File: config.mk
export PLATFORM = sky130hd
export DESIGN_NAME = recall_cmd_ctrl
export DESIGN_NICKNAME = d
export VERILOG_FILES = /design/src/rtl/recall_pkg.sv /design/src/rtl/seq_tracker.sv /design/src/rtl/recall_engine.sv /design/src/rtl/recall_cmd_ctrl.sv
export SDC_FILE = /design/constraint.sdc
export NUM_CORES = 1
export LEC_CHECK = 0
export CORE_MARGIN = 5
export CORE_UTILIZATION = 40
export DETAILED_ROUTE_END_ITERATION = 6
export PLACE_DENSITY = 0.7
export SYNTH_ARGS = -nofsm -noshare
export SYNTH_HDL_FRONTEND = slang
export SYNTH_SLANG_ARGS = --single-unit
File: constraint.sdc
create_clock -name clk -period 5.69 [get_ports clk]
set_input_delay 1.4225 -clock clk [delete_from_list [all_inputs] [get_ports clk]]
set_output_delay 1.4225 -clock clk [all_outputs]
set_load 0.03 [all_outputs]
File: src/rtl/recall_pkg.sv
package recall_pkg;
  typedef enum logic [1:0] {
    ST_IDLE  = 2'd0,
    ST_CLEAR = 2'd1,
    ST_COPY  = 2'd2,
    ST_FLUSH = 2'd3
  } rc_state_t;

  localparam int UNLOCK_LEN = 6;

  // Ordered unlock addresses; position in the list is the step number.
  function automatic logic [12:0] unlock_addr(input int idx);
    case (idx)
      0:       unlock_addr = 13'h0000;
      1:       unlock_addr = 13'h1555;
      2:       unlock_addr = 13'h0AAA;
      3:       unlock_addr = 13'h1FFF;
      4:       unlock_addr = 13'h10F0;
      default: unlock_addr = 13'h0F0E;
    endcase
  endfunction
endpackage

File: src/rtl/seq_tracker.sv
module seq_tracker
  import recall_pkg::*;
#(
  parameter int ADDR_W  = 13,
  parameter int SEQ_LEN = UNLOCK_LEN
) (
  input  logic              clk,
  input  logic              rst_n,
  input  logic              en,
  input  logic              ce_n,
  input  logic              we_n,
  input  logic [ADDR_W-1:0] addr,
  output logic              start
);
  localparam int STEP_W = $clog2(SEQ_LEN + 1);

  logic              ce_q;
  logic [ADDR_W-1:0] addr_lat_q, addr_lat_d;
  logic              wr_seen_q, wr_seen_d;
  logic [STEP_W-1:0] step_q, step_d;
  logic              end_evt;
  logic [ADDR_W-1:0] exp_addr, head_addr;

  always_comb begin
    end_evt    = !ce_q && ce_n;
    exp_addr   = ADDR_W'(unlock_addr(int'(step_q)));
    head_addr  = ADDR_W'(unlock_addr(0));
    addr_lat_d = ce_n ? addr_lat_q : addr;
    if (end_evt)
      wr_seen_d = 1'b0;
    else if (!ce_n && !we_n)
      wr_seen_d = 1'b1;
    else
      wr_seen_d = wr_seen_q;

    step_d = step_q;
    start  = 1'b0;
    if (!en) begin
      step_d = '0;
    end else if (end_evt) begin
      if (wr_seen_q) begin
        step_d = '0;
      end else if (addr_lat_q == exp_addr) begin
        if (step_q == STEP_W'(SEQ_LEN - 1)) begin
          start  = 1'b1;
          step_d = '0;
        end else begin
          step_d = step_q + 1'b1;
        end
      end else if (addr_lat_q == head_addr) begin
        step_d = STEP_W'(1);
      end else begin
        step_d = '0;
      end
    end
  end

  always_ff @(posedge clk or negedge rst_n) begin
    if (!rst_n) begin
      ce_q       <= 1'b1;
      addr_lat_q <= '0;
      wr_seen_q  <= 1'b0;
      step_q     <= '0;
    end else begin
      ce_q       <= ce_n;
      addr_lat_q <= addr_lat_d;
      wr_seen_q  <= wr_seen_d;
      step_q     <= step_d;
    end
  end
endmodule

File: src/rtl/recall_engine.sv
module recall_engine
  import recall_pkg::*;
#(
  parameter int ADDR_W = 13,
  parameter int DATA_W = 8
) (
  input  logic              clk,
  input  logic              rst_n,
  input  logic              start,
  input  logic [DATA_W-1:0] nv_rdata,
  output logic              busy,
  output logic              done,
  output logic              nv_re,
  output logic [ADDR_W-1:0] nv_addr,
  output logic              eng_we,
  output logic [ADDR_W-1:0] eng_addr,
  output logic [DATA_W-1:0] eng_wdata
);
  rc_state_t         state_q, state_d;
  logic [ADDR_W-1:0] cnt_q, cnt_d;
  logic              pend_q, pend_d;
  logic [ADDR_W-1:0] pend_addr_q, pend_addr_d;
  logic              last;

  always_comb begin
    last        = (cnt_q == '1);
    state_d     = state_q;
    cnt_d       = cnt_q;
    pend_d      = pend_q;
    pend_addr_d = pend_addr_q;
    busy        = (state_q != ST_IDLE);
    done        = 1'b0;
    nv_re       = 1'b0;
    nv_addr     = cnt_q;
    eng_we      = 1'b0;
    eng_addr    = cnt_q;
    eng_wdata   = '0;
    case (state_q)
      ST_IDLE: begin
        cnt_d  = '0;
        pend_d = 1'b0;
        if (start) state_d = ST_CLEAR;
      end
      ST_CLEAR: begin
        eng_we = 1'b1;
        cnt_d  = cnt_q + 1'b1;
        pend_d = 1'b0;
        if (last) state_d = ST_COPY;
      end
      ST_COPY: begin
        nv_re       = 1'b1;
        eng_we      = pend_q;
        eng_addr    = pend_addr_q;
        eng_wdata   = nv_rdata;
        pend_d      = 1'b1;
        pend_addr_d = cnt_q;
        cnt_d       = cnt_q + 1'b1;
        if (last) state_d = ST_FLUSH;
      end
      default: begin
        eng_we    = pend_q;
        eng_addr  = pend_addr_q;
        eng_wdata = nv_rdata;
        done      = 1'b1;
        pend_d    = 1'b0;
        state_d   = ST_IDLE;
      end
    endcase
  end

  always_ff @(posedge clk or negedge rst_n) begin
    if (!rst_n) begin
      state_q     <= ST_IDLE;
      cnt_q       <= '0;
      pend_q      <= 1'b0;
      pend_addr_q <= '0;
    end else begin
      state_q     <= state_d;
      cnt_q       <= cnt_d;
      pend_q      <= pend_d;
      pend_addr_q <= pend_addr_d;
    end
  end
endmodule

File: src/rtl/recall_cmd_ctrl.sv
module recall_cmd_ctrl #(
  parameter int ADDR_W = 13,
  parameter int DATA_W = 8
) (
  input  logic              clk,
  input  logic              rst_n,
  input  logic              ce_n,
  input  logic              we_n,
  input  logic [ADDR_W-1:0] addr,
  input  logic [DATA_W-1:0] host_wdata,
  output logic [DATA_W-1:0] host_rdata,
  output logic              busy,
  output logic              done,
  output logic [ADDR_W-1:0] mem_addr,
  output logic              mem_we,
  output logic [DATA_W-1:0] mem_wdata,
  input  logic [DATA_W-1:0] mem_rdata,
  output logic              nv_re,
  output logic [ADDR_W-1:0] nv_addr,
  input  logic [DATA_W-1:0] nv_rdata
);
  logic [1:0]        rst_pipe;
  logic              rst_core_n;
  logic              start;
  logic              eng_we;
  logic [ADDR_W-1:0] eng_addr;
  logic [DATA_W-1:0] eng_wdata;

  always_ff @(posedge clk or negedge rst_n) begin
    if (!rst_n) rst_pipe <= 2'b00;
    else        rst_pipe <= {rst_pipe[0], 1'b1};
  end
  assign rst_core_n = rst_pipe[1];

  seq_tracker #(.ADDR_W(ADDR_W)) u_track (
    .clk   (clk),
    .rst_n (rst_core_n),
    .en    (!busy),
    .ce_n  (ce_n),
    .we_n  (we_n),
    .addr  (addr),
    .start (start)
  );

  recall_engine #(.ADDR_W(ADDR_W), .DATA_W(DATA_W)) u_eng (
    .clk       (clk),
    .rst_n     (rst_core_n),
    .start     (start),
    .nv_rdata  (nv_rdata),
    .busy      (busy),
    .done      (done),
    .nv_re     (nv_re),
    .nv_addr   (nv_addr),
    .eng_we    (eng_we),
    .eng_addr  (eng_addr),
    .eng_wdata (eng_wdata)
  );

  always_comb begin
    if (busy) begin
      mem_we     = eng_we;
      mem_addr   = eng_addr;
      mem_wdata  = eng_wdata;
      host_rdata = '0;
    end else begin
      mem_we     = !ce_n && !we_n;
      mem_addr   = addr;
      mem_wdata  = host_wdata;
      host_rdata = mem_rdata;
    end
  end
endmodule

Yosys cells after proc, flatten, opt, wreduce, memory -nomap -nowiden
Cells that the tools add are included.
- equal/unequal tests: 12
- multiply operators: 0
- div/mod/pow operators: 0
- shifts and indexed selects: 0
- reduce and logical (&&, ||, !) cells: 16
- magnitude comparators: 0
- muxes and demuxes: 28
- bitwise logic cells: 0
- add/sub/neg operators: 2
- operator list (operator ; number):
    one-hot mux 13 bit (5 select lines) ; 1
    two-way mux 13 bit ; 2
    one-hot mux 13 bit (2 select lines) ; 1
    two-way mux 8 bit ; 3
    two-way mux 3 bit ; 5
    adder 13 x 1 -> 13 bit, second input constant ; 1
    == test 13 bit ; 1
    == test 13 bit, second input constant ; 1
    logical NOT 13 bit ; 1
    two-way mux 1 bit ; 11
    nonzero test 2 bit ; 4
    == test 3 x 2 -> 1 bit, second input constant ; 2
    == test 3 bit, second input constant ; 2
    two-way mux 2 bit ; 3
    one-hot mux 2 bit (3 select lines) ; 1
    != test 2 x 1 -> 1 bit, second input constant ; 2
    OR reduction 2 bit ; 2
    adder 3 x 1 -> 3 bit, second input constant ; 1
    == test 3 x 1 -> 1 bit, second input constant ; 1
    logical NOT 1 bit ; 3
    logical NOT 3 bit ; 1
    AND reduction 3 bit ; 1
    OR reduction 3 bit ; 1
    == test 2 x 1 -> 1 bit, second input constant ; 1
    5 further kinds ; 6
- word-level logic and storage cells: 67
- input bits: 41
- output and inout port bits: 46
- register bits after elaboration: 49
- ROM bits: 0
- RAM bits: 0
- latch bits: 0
- memories: 0

Longest topological paths before layout
- depth after elaboration: 9
- gate-level depth with buffers: 9

Hierarchy
A second synthesis with hierarchy kept.
- cell total of the unflattened synthesis: 283
- area, all modules: 3001.6 um^2
- by module, submodules not included (module ; area each (um^2) ; instances ; cells an instance):
    recall_engine ; 1632.8 ; 1 ; 155
    seq_tracker ; 993.5 ; 1 ; 90
    recall_cmd_ctrl ; 375.4 ; 1 ; 38

Least setup slack after synthesis
Ideal clock, no wire load.
- path type: input to output
- from: input port ce_n
- to: output port mem_we
- stages on the path: 5
- arrival time: 2.367 ns
- setup slack: 1.900 ns
- buffers on the path: 2
- cell sequence: clkbuf_1 clkbuf_1 nor2_1 nand2_1 o21ai_1
- word-level cells in the longest chain between the ends: 3
- ends and longest elaborated chain (element ; RTL line ; source):
    start: declaration ; recall_cmd_ctrl.sv:7 ; input logic ce_n,
    logical NOT 1 bit ; recall_cmd_ctrl.sv:66 ; mem_we = !ce_n && !we_n;
    logical AND 1 bit ; recall_cmd_ctrl.sv:66 ;
    two-way mux 1 bit ; recall_cmd_ctrl.sv:60 ; if (busy) begin
    end: declaration ; recall_cmd_ctrl.sv:15 ; output logic mem_we,
Every way passes these cells.

Worst setup path after layout
Ends and elaborated chain as after synthesis.

==> impl_metrics.ini <==
[outcome]
status = finished, final reports clean

[grt]
antenna_found_initial = 0
grt_overflow_total = 0
grt_first_pass_wirelength_um = 11200
grt_pass1_vias = 2249
grt_max_degree = 48
track_usage = 0.161

[layout]
antenna_cells = 0
fin_cells = 428
drive_gt1_frac = 0.101
syn_to_final_growth_pct = 37.1
final_area_um2 = 3810
nNetsFinal = 395

[detailed_routing]
via_per_inst = 5.21
dr.pass1.iters = 4
wirelength_um = 6740
route.detailed.drc = 0
num_vias = 2229
wl_per_cell_um = 15.8
drt_iter0_drc = 106
ant_nets = 0

[synthesis]
syn_nets = 316
netlist_instances = 268
synth-edff-count = 0
synth_seq_cells = 49
async_flop_share = 1.00
synth_cell_types = 47
synthFlopType = dfrtp_1
avgSynthCellArea_um2 = 10.4
syn_area_um2 = 2780
ys_warn_count = 0
yosysSeqAreaShare = 0.442

[timing]
grt_setup_unrepaired = false
timing.final.crit_period_ns = 4.49
setup_viol = 0
tns_ns = 0
relSlewSlack = 0.316
min_period_over_period = 0.788
finClkSkew_ns = 0.00900
timing.final.max_slew_violations = 0
hold_viol = 0
worst_pin_slew_ns = 1.03
timing.fmax_mhz = 223
fin_ws_ns = 1.20

[clock_network]
cts_hold_buf = 0
clk_path_buf_depth = 2
cts-buffers-inserted = 5
htreeDepth = 2
clk_pin_slew_ns = 0.09
post_cts.repair.setup_buffers = 0
cts_sinks = 49
clk_latency_ns = 0.30
clk_root_buffer_cell = clkbuf_8
cts_resized = 0
cts_tree = built

[setup_path]
path_max_fanout = 16
rr_endpoint = u_eng.state_q[1]
cpMaxStageDelayCell = clkdlybuf4s50_1
path_delay_family = buffers and inverters
end_kind = output port
worst-r2r-setup-slack_ns = 3.17
crit_chain = clkdlybuf4s50_1 -> buf_4 -> nor2_1 -> nand2_1 -> o21ai_1 -> clkdlybuf4s50_1
crit_arrival_ns = 3.06
start_kind = input pin
worstRegToRegCells = 7
slowest_delay_ns = 0.70
timing.rr.start = u_track.step_q[0]
cp.required_ns = 4.27
criticalPathCategory = input pin to output port
cp_num_buf_inv = 3
crit_top_cell = clkdlybuf4s50_1

[placed_design]
dpl_cell_area_um2 = 3670
port_buffers = 86
place_inst = 420
gp_congestion = 0.773
dp_worst_setup_slack_ns = 1.19
post-dp-hpwl_um = 5100

[floorplan]
ios = 87
start_util = 0.411
die_h_um = 93.3
core_area_um2 = 6760
die_w_um = 93.3
row_count = 30
die_area_um2 = 8710

[power_and_ir_drop]
p_total_uw = 737
power-per-cell-area_nw_per_um2 = 194
leakagePower_uw = 0.00156
ir_worst_vdd_v = 0.000121

[job]
cap_violations = 0

[min_path]
worstHoldPathType = flip-flop to flip-flop
holdPathEnd = rst_pipe[1]
hold_start = rst_pipe[0]
min_path_cells = 0
==> registers in the layout, indices dropped and copies added (netlist names) <==
| name | flops |
|---|---|
| u_track.ce_q | 1 |
| u_eng.nv_addr | 13 |
| rst_pipe | 2 |
| u_track.addr_lat_q | 13 |
| u_eng.pend_q | 1 |
| u_eng.pend_addr_q | 13 |
| u_track.wr_seen_q | 1 |
| u_eng.state_q | 2 |
| u_track.step_q | 3 |
==> layout by cell type (no fill, tap or decap), types with 3 or more instances in the layout <==
cell / count
or3_1: 4
nand4_1: 5
nor2_1: 19
ha_1: 7
and2_1: 8
o21ai_1: 15
nand3_1: 4
a21oi_1: 5
mux2i_1: 19
a22o_1: 9
mux2_2: 13
nor3_1: 4
mux2_1: 14
o21ai_0: 7
inv_1: 6
clkdlybuf4s50_1: 86
clkbuf_8: 5
nand2_1: 26
nand2b_1: 3
xor2_1: 7
dfrtp_1: 47
==> cells by family (layout without fill, tap and decap cells) <==
group / after synthesis / after routing / share of synthesized area
AO/OA/AOI/OAI: 47 / 47 / 0.115
multiplexers: 46 / 46 / 0.178
AND/OR/NAND/NOR: 87 / 87 / 0.165
adder cells (fa/ha/maj): 7 / 7 / 0.0315
other: 1 / 1 / 0.00135
XOR/XNOR: 9 / 9 / 0.0284
flip-flops: 49 / 49 / 0.442
buffers and inverters: 22 / 102 / 0.0383
==> cell usage after synthesis (all sizes together), types with 2 or more instances <==
cell | count | area, um2
nand2 | 26 | 97.6
clkbuf | 12 | 45.0
and3 | 2 | 12.5
nor3 | 6 | 46.3
a211oi | 2 | 32.5
ha | 7 | 87.6
a21oi | 5 | 25.0
nand4 | 6 | 43.8
nand2b | 3 | 18.8
a31oi | 2 | 12.5
mux2i | 19 | 190
or3 | 4 | 25.0
mux2 | 27 | 304
nand3 | 4 | 20.0
and2 | 9 | 57.6
dfrtp | 48 | 1200
o21ai | 22 | 110
or2 | 2 | 12.5
xor2 | 7 | 61.3
xnor2 | 2 | 17.5
nor2 | 19 | 71.3
inv | 6 | 22.5
buf | 4 | 38.8
a22o | 9 | 78.8
==> worst max-delay path by stage <==
| stage | start | end | cells past startpoint |
|---|---|---|---|
| after global placement | ce_n | mem_we | 6 |
| after floorplan | ce_n | mem_we | 5 |
| after global routing | u_eng.state_q[1] | mem_addr[12] | 6 |
| after detailed placement | ce_n | mem_we | 6 |
| final | ce_n | mem_we | 6 |
| after CTS | ce_n | mem_we | 6 |
==> area by class of cell <==
class,count,area (um2)
multi-input cells,197,1440
fillers,611,2950
clock inverters,3,68.8
repair buffers,88,876
inverters,6,22.5
well taps,80,100
clock buffers,5,68.8
flip-flops and latches,49,1230
==> stage by stage <==
stage	utilization	hold slack, ns
after floorplan	-	0.331
after global placement	0.543	0.342
after detailed placement	0.543	0.341
after CTS	0.564	0.377
after global routing	0.564	0.390
final	0.564	0.372
==> power breakdown <==
| group | internal [uW] | switching (uW) | total, uW |
|---|---|---|---|
| clock network | 177 | 121 | 298 |
| registers | 359 | 14.9 | 374 |
| logic | 42.3 | 22.5 | 64.7 |
| total | 579 | 158 | 737 |
==> worst register-to-register path, stage by stage (launching register included) <==
cell and delay, ns:
dfrtp_1 0.52, and2_2 0.26, ha_1 0.27, a211o_2 0.35
a211oi_2 0.21, nand4_2 0.23, or4_1 0.55, nand3_1 0.08
==> layer usage <==
metal / routed length [um] / global-route usage / vias to the layer above / share of wire
met2: 3360 / 0.272 / 40 / 0.50
met5: 0 / 0 / - / 0
li1: - / - / 1105 / -
met4: 76 / 0.0403 / 0 / 0.011
met1: 3060 / 0.209 / 1076 / 0.45
met3: 241 / 0.0338 / 8 / 0.036
Note: power is estimated with default switching activity, not from simulation.
